## config.mk

```make
export PLATFORM = sky130hd
export DESIGN_NAME = hazard_unit
export DESIGN_NICKNAME = d
export VERILOG_FILES = /design/src/rtl/hz_pkg.sv /design/src/rtl/hz_decode.sv /design/src/rtl/hz_fwd_sel.sv /design/src/rtl/hz_stall_ctl.sv /design/src/rtl/hazard_unit.sv
export SDC_FILE = /design/constraint.sdc
export NUM_CORES = 1
export LEC_CHECK = 0
export BUFFER_PORTS_ARGS = -buffer_cell sky130_fd_sc_hd__buf_4
export CORE_MARGIN = 2
export CORE_UTILIZATION = 43
export DETAILED_ROUTE_END_ITERATION = 7
export GPL_ROUTABILITY_DRIVEN = 0
export PLACE_DENSITY = 0.85
export SETUP_SLACK_MARGIN = 0.05
export SLEW_MARGIN = 20
export SYNTH_ARGS = -nofsm -noshare
export SYNTH_HDL_FRONTEND = slang
export SYNTH_HIERARCHICAL = 1
export SYNTH_SLANG_ARGS = --single-unit
```

## constraint.sdc

```tcl
create_clock -name vclk -period 2.5
set_clock_uncertainty 0.1 [all_clocks]
set_input_delay 0.25 -clock vclk [all_inputs]
set_output_delay 0.25 -clock vclk [all_outputs]
set_load 0.05 [all_outputs]
```

## src/rtl/hz_pkg.sv

```systemverilog
package hz_pkg;
  localparam int unsigned XLEN   = 32;
  localparam int unsigned OP_W   = 6;
  localparam int unsigned RIDX_W = 5;
  localparam int unsigned OP_LSB  = XLEN - OP_W;
  localparam int unsigned RS1_LSB = OP_LSB - RIDX_W;
  localparam int unsigned RS2_LSB = RS1_LSB - RIDX_W;
  localparam int unsigned RD_LSB  = RS2_LSB - RIDX_W;

  typedef logic [RIDX_W-1:0] ridx_t;
  typedef logic [OP_W-1:0]   opc_t;

  localparam opc_t OPC_REG   = 6'h00;
  localparam opc_t OPC_JMP   = 6'h02;
  localparam opc_t OPC_BEQZ  = 6'h04;
  localparam opc_t OPC_BNEZ  = 6'h05;
  localparam opc_t OPC_LOAD  = 6'h23;
  localparam opc_t OPC_STORE = 6'h2B;

  typedef enum logic [1:0] {
    FWD_RF  = 2'b00,
    FWD_WB  = 2'b01,
    FWD_MEM = 2'b10
  } fwd_e;

  typedef struct packed {
    ridx_t src1;
    ridx_t src2;
    logic  use1;
    logic  use2;
    ridx_t dst;
    logic  wr;
    logic  ld;
    logic  brz;
    logic  brnz;
    logic  jmp;
  } dec_t;
endpackage

```

## src/rtl/hz_decode.sv

```systemverilog
module hz_decode
  import hz_pkg::*;
(
  input  logic [XLEN-1:0] instr,
  output dec_t            dec
);
  opc_t op;
  assign op = instr[XLEN-1:OP_LSB];

  always_comb begin
    dec      = '0;
    dec.src1 = instr[RS1_LSB +: RIDX_W];
    dec.src2 = instr[RS2_LSB +: RIDX_W];
    unique case (op)
      OPC_REG: begin
        dec.use1 = 1'b1;
        dec.use2 = 1'b1;
        dec.dst  = instr[RD_LSB +: RIDX_W];
      end
      OPC_LOAD: begin
        dec.use1 = 1'b1;
        dec.dst  = instr[RS2_LSB +: RIDX_W];
        dec.ld   = 1'b1;
      end
      OPC_STORE: begin
        dec.use1 = 1'b1;
        dec.use2 = 1'b1;
      end
      OPC_BEQZ: begin
        dec.use1 = 1'b1;
        dec.brz  = 1'b1;
      end
      OPC_BNEZ: begin
        dec.use1 = 1'b1;
        dec.brnz = 1'b1;
      end
      OPC_JMP: dec.jmp = 1'b1;
      default: begin
        dec.use1 = 1'b1;
        dec.dst  = instr[RS2_LSB +: RIDX_W];
      end
    endcase
    dec.wr = |dec.dst;
  end
endmodule

```

## src/rtl/hz_fwd_sel.sv

```systemverilog
module hz_fwd_sel
  import hz_pkg::*;
(
  input  logic  clk,
  input  logic  rst_n,
  input  ridx_t src,
  input  logic  use_src,
  input  ridx_t mem_rd,
  input  logic  mem_wen,
  input  logic  mem_load,
  input  ridx_t wb_rd,
  input  logic  wb_wen,
  output fwd_e  sel
);
  logic live, mem_hit, wb_hit;

  assign live    = use_src && (src != '0);
  assign mem_hit = live && mem_wen && !mem_load && (mem_rd == src);
  assign wb_hit  = live && wb_wen && (wb_rd == src);

  always_comb begin
    sel = FWD_RF;
    if (mem_hit)     sel = FWD_MEM;
    else if (wb_hit) sel = FWD_WB;
  end

  // a bypass never serves register 0 or an unread source
  p_no_r0_fwd_r5: assert property (@(posedge clk) disable iff (!rst_n)
    (sel != FWD_RF) |-> (use_src && src != '0));

  // younger result wins when both later stages match
  p_mem_first_r4: assert property (@(posedge clk) disable iff (!rst_n)
    (use_src && src != '0 && mem_wen && !mem_load && mem_rd == src &&
     wb_wen && wb_rd == src) |-> (sel == FWD_MEM));

  // a load in the memory stage is never bypassed
  p_no_load_fwd_r5: assert property (@(posedge clk) disable iff (!rst_n)
    (sel == FWD_MEM) |-> (mem_wen && !mem_load));
endmodule

```

## src/rtl/hz_stall_ctl.sv

```systemverilog
module hz_stall_ctl
  import hz_pkg::*;
(
  input  logic  clk,
  input  logic  rst_n,
  input  dec_t  id_d,
  input  dec_t  ex_d,
  input  ridx_t mem_rd,
  input  logic  mem_wen,
  input  logic  mem_load,
  input  logic  opnd_zero,
  output logic  stall,
  output logic  squash,
  output logic  br_fwd
);
  logic cond_br, br_live, load_use, br_wait, taken;

  assign cond_br = id_d.brz || id_d.brnz;
  assign br_live = cond_br && (id_d.src1 != '0);

  always_comb begin
    load_use = 1'b0;
    if (ex_d.ld && ex_d.wr) begin
      if (id_d.use1 && id_d.src1 == ex_d.dst) load_use = 1'b1;
      if (id_d.use2 && id_d.src2 == ex_d.dst) load_use = 1'b1;
    end
  end

  always_comb begin
    br_wait = 1'b0;
    if (br_live) begin
      if (ex_d.wr && ex_d.dst == id_d.src1)                   br_wait = 1'b1;
      if (mem_wen && mem_load && mem_rd == id_d.src1)         br_wait = 1'b1;
    end
  end

  assign stall  = load_use || br_wait;
  assign br_fwd = br_live && mem_wen && !mem_load && (mem_rd == id_d.src1);
  assign taken  = id_d.jmp || (id_d.brz && opnd_zero) || (id_d.brnz && !opnd_zero);
  assign squash = taken && !stall;

  // a frozen decode stage never redirects fetch
  p_squash_free_r9: assert property (@(posedge clk) disable iff (!rst_n)
    stall |-> !squash);

  // load into a register read next always freezes
  p_load_use_r6: assert property (@(posedge clk) disable iff (!rst_n)
    (ex_d.ld && ex_d.dst != '0 && id_d.use1 && id_d.src1 == ex_d.dst) |-> stall);

  // comparator bypass only from a non-load writer
  p_br_fwd_src_r8: assert property (@(posedge clk) disable iff (!rst_n)
    br_fwd |-> (mem_wen && !mem_load && mem_rd != '0));

  // freeze needs a reader in decode
  p_stall_cause_r10: assert property (@(posedge clk) disable iff (!rst_n)
    stall |-> (id_d.use1 || id_d.use2));
endmodule

```

## src/rtl/hazard_unit.sv

```systemverilog
module hazard_unit
  import hz_pkg::*;
(
  input  logic        clk,
  input  logic        rst_n,
  input  logic [31:0] id_instr,
  input  logic [31:0] ex_instr,
  input  logic [4:0]  mem_rd,
  input  logic        mem_wen,
  input  logic        mem_load,
  input  logic [4:0]  wb_rd,
  input  logic        wb_wen,
  input  logic        id_opnd_zero,
  output logic [1:0]  fwd_a,
  output logic [1:0]  fwd_b,
  output logic        br_fwd,
  output logic        pc_hold,
  output logic        ifid_hold,
  output logic        idex_bubble,
  output logic        if_squash
);
  localparam int unsigned N_OPND = 2;

  dec_t  id_d, ex_d;
  fwd_e  sel [N_OPND];
  ridx_t opnd_src [N_OPND];
  logic  opnd_use [N_OPND];
  logic  stall;

  hz_decode u_dec_id (.instr(id_instr), .dec(id_d));
  hz_decode u_dec_ex (.instr(ex_instr), .dec(ex_d));

  assign opnd_src[0] = ex_d.src1;
  assign opnd_src[1] = ex_d.src2;
  assign opnd_use[0] = ex_d.use1;
  assign opnd_use[1] = ex_d.use2;

  for (genvar g = 0; g < N_OPND; g++) begin : g_opnd
    hz_fwd_sel u_sel (
      .clk     (clk),
      .rst_n   (rst_n),
      .src     (opnd_src[g]),
      .use_src (opnd_use[g]),
      .mem_rd  (mem_rd),
      .mem_wen (mem_wen),
      .mem_load(mem_load),
      .wb_rd   (wb_rd),
      .wb_wen  (wb_wen),
      .sel     (sel[g])
    );
  end

  hz_stall_ctl u_ctl (
    .clk      (clk),
    .rst_n    (rst_n),
    .id_d     (id_d),
    .ex_d     (ex_d),
    .mem_rd   (mem_rd),
    .mem_wen  (mem_wen),
    .mem_load (mem_load),
    .opnd_zero(id_opnd_zero),
    .stall    (stall),
    .squash   (if_squash),
    .br_fwd   (br_fwd)
  );

  assign fwd_a       = sel[0];
  assign fwd_b       = sel[1];
  assign pc_hold     = stall;
  assign ifid_hold   = stall;
  assign idex_bubble = stall;

  // operand A bypass from the memory stage names a matching writer
  p_fwd_a_mem_r2: assert property (@(posedge clk) disable iff (!rst_n)
    (fwd_a == 2'b10) |-> (mem_rd == ex_instr[25:21]));

  // operand B bypass from write-back names a matching writer
  p_fwd_b_wb_r3: assert property (@(posedge clk) disable iff (!rst_n)
    (fwd_b == 2'b01) |-> (wb_wen && wb_rd == ex_instr[20:16]));
endmodule

```

==> flow_metrics.py <==
metrics = {
    "run_status": {
        "outcome": "completed",
    },
    "final_layout": {
        "regArea_um2": 0,
        "multi_input_comb_area_um2": 883,
        "antenna_cells": 0,
        "layoutNonFillerInstCount": 202,
        "seq_cell_count": 0,
        "final_nets": 256,
        "fillers": 206,
        "area_delta_synth_final_pct": 36.9,
        "final_common_cell": "buf_4",
        "clock_buffers": 0,
        "drive_above_1_share_pct": 47.7,
        "final_cell_mix": "62 x buf_4, 26 x xnor2_1, 9 x xor2_1",
    },
    "critical_path": {
        "path_delay_family": "simple AND/OR/NAND/NOR gates",
        "crit_fanout": 3,
        "critical-path-max-stage-delay_ns": 0.50,
        "end_kind": "output pin",
        "cp-start-kind": "input port",
        "cpMaxStageDelayCell": "or4_1",
        "cp.arrival_ns": 1.97,
        "critPathRequiredTime_ns": 2.15,
        "worstPathBufferInverterCount": 2,
        "critical_path_class": "in -> out",
        "crit_chain": "buf_4, or4_1, o211ai_1, o211ai_1, nand2_1, a211oi_2, or3_4, buf_4",
    },
    "global_route": {
        "gr-usage-met1_pct": 25.6,
        "use_met2_pct": 42.1,
        "grtUsageTotal_pct": 21.5,
        "antenna_found_initial": 0,
        "grt_overflow": 0,
        "grt_pass1_wl_mm": 4.75,
        "top_usage_layer": "met2",
        "grt_max_degree": 10,
        "grt_pass1_vias": 1107,
        "global_route.usage.met3_pct": 1.41,
    },
    "flow_run": {
        "drv_cap": 0,
    },
    "sta": {
        "worstMarginPinSlew_ns": 0.571,
        "rsz0062_at_grt": "no",
        "post-route-period-util_pct": 92.8,
        "finalHoldViolCount": 0,
        "fmax_ghz": 0.431,
        "max_slew_margin_pct": 61.6,
        "min_period_ns": 2.32,
        "finalSetupViolations": 0,
        "slew_violations": 0,
    },
    "route": {
        "drt.antenna.violating_nets": 0,
        "drcViolationCount": 0,
        "drt-pass1-iter-count": 4,
        "avgViaCountPerCell": 5.62,
        "drt_wl_total_mm": 2.97,
        "post_drt_wl_per_cell_um": 14.7,
        "drt_iter0_markers": 21,
        "num_vias": 1135,
    },
    "pwr": {
        "p_per_area_nw_per_um2": 155,
        "ir_worst_vdd_uv": 86.2,
        "p_total_mw": 0.218,
        "power_leakage_nw": 0.535,
    },
    "floorplan": {
        "die_h_um": 52.9,
        "core-area_um2": 2230,
        "start_util_pct": 46.0,
        "die_area_um2": 2800,
        "fp.dieW_um": 52.9,
        "ios": 89,
        "rows": 17,
    },
    "yosys": {
        "syn_area_um2": 1030,
        "synth_nets": 218,
        "syn_avg_cell_area_um2": 7.44,
        "netlist_instances": 138,
        "synth_warnings": 6,
    },
    "min_path": {
        "hold_path_class": "in -> out",
    },
    "place": {
        "dp_hpwl_mm": 2.48,
        "numPortBuffers": 60,
        "dp.cells": 201,
    },
    "clock_network": {
        "cts_hold_buf": 0,
    },
}
==> where the power goes <==
part	internal (mW)	total, mW	switching [mW]
Sequential	0	0	0
Clock	0	0	0
Combinational	0.114	0.218	0.104
==> path summary, 6_finish.rpt <==
kind                         start          end  slack [ns]  depth (start not counted)
worst min-delay path      mem_load       br_fwd        0.72                          3
worst max-delay path  ex_instr[12]  idex_bubble        0.18                          8
==> what timing repair did <==
action | 4_1_cts | 5_1_grt
buffers inserted | 1 | 0
endpoints found under the setup margin | 4 | 4
gates resized for setup | 2 | 13
pin swaps | 1 | 2
==> per-stage QoR <==
step           utilization [%]  hold slack, ns  instance area, um2  setup TNS, ns  worst slack (ns)
5_1_grt                   63.0           0.734                1410              0            0.0659
3_5_place_dp              60.3           0.721                1350         -0.257           -0.0864
4_1_cts                   61.1           0.721                1370              0            0.0583
6_report                  63.0           0.721                1410              0             0.179
3_3_place_gp              60.3           0.721                1350              0           0.00277
2_1_floorplan                -           0.505                1040        -0.0729           -0.0729
==> routing by layer <==
| metal | part of all wire, % | vias to the layer above |
|---|---|---|
| met1 | 38 | 526 |
| met3 | 7.3 | 2 |
| met2 | 54 | 49 |
| met5 | 0 | - |
| met4 | 0.51 | 0 |
| li1 | - | 558 |
==> cell type report <==
cell class	count	area share [%]
timing repair buffer	62	33.1
tap	28	2.49
inverter	6	1.60
multi-input combinational	106	62.8
No activity file was read; power rests on OpenSTA's default activity.
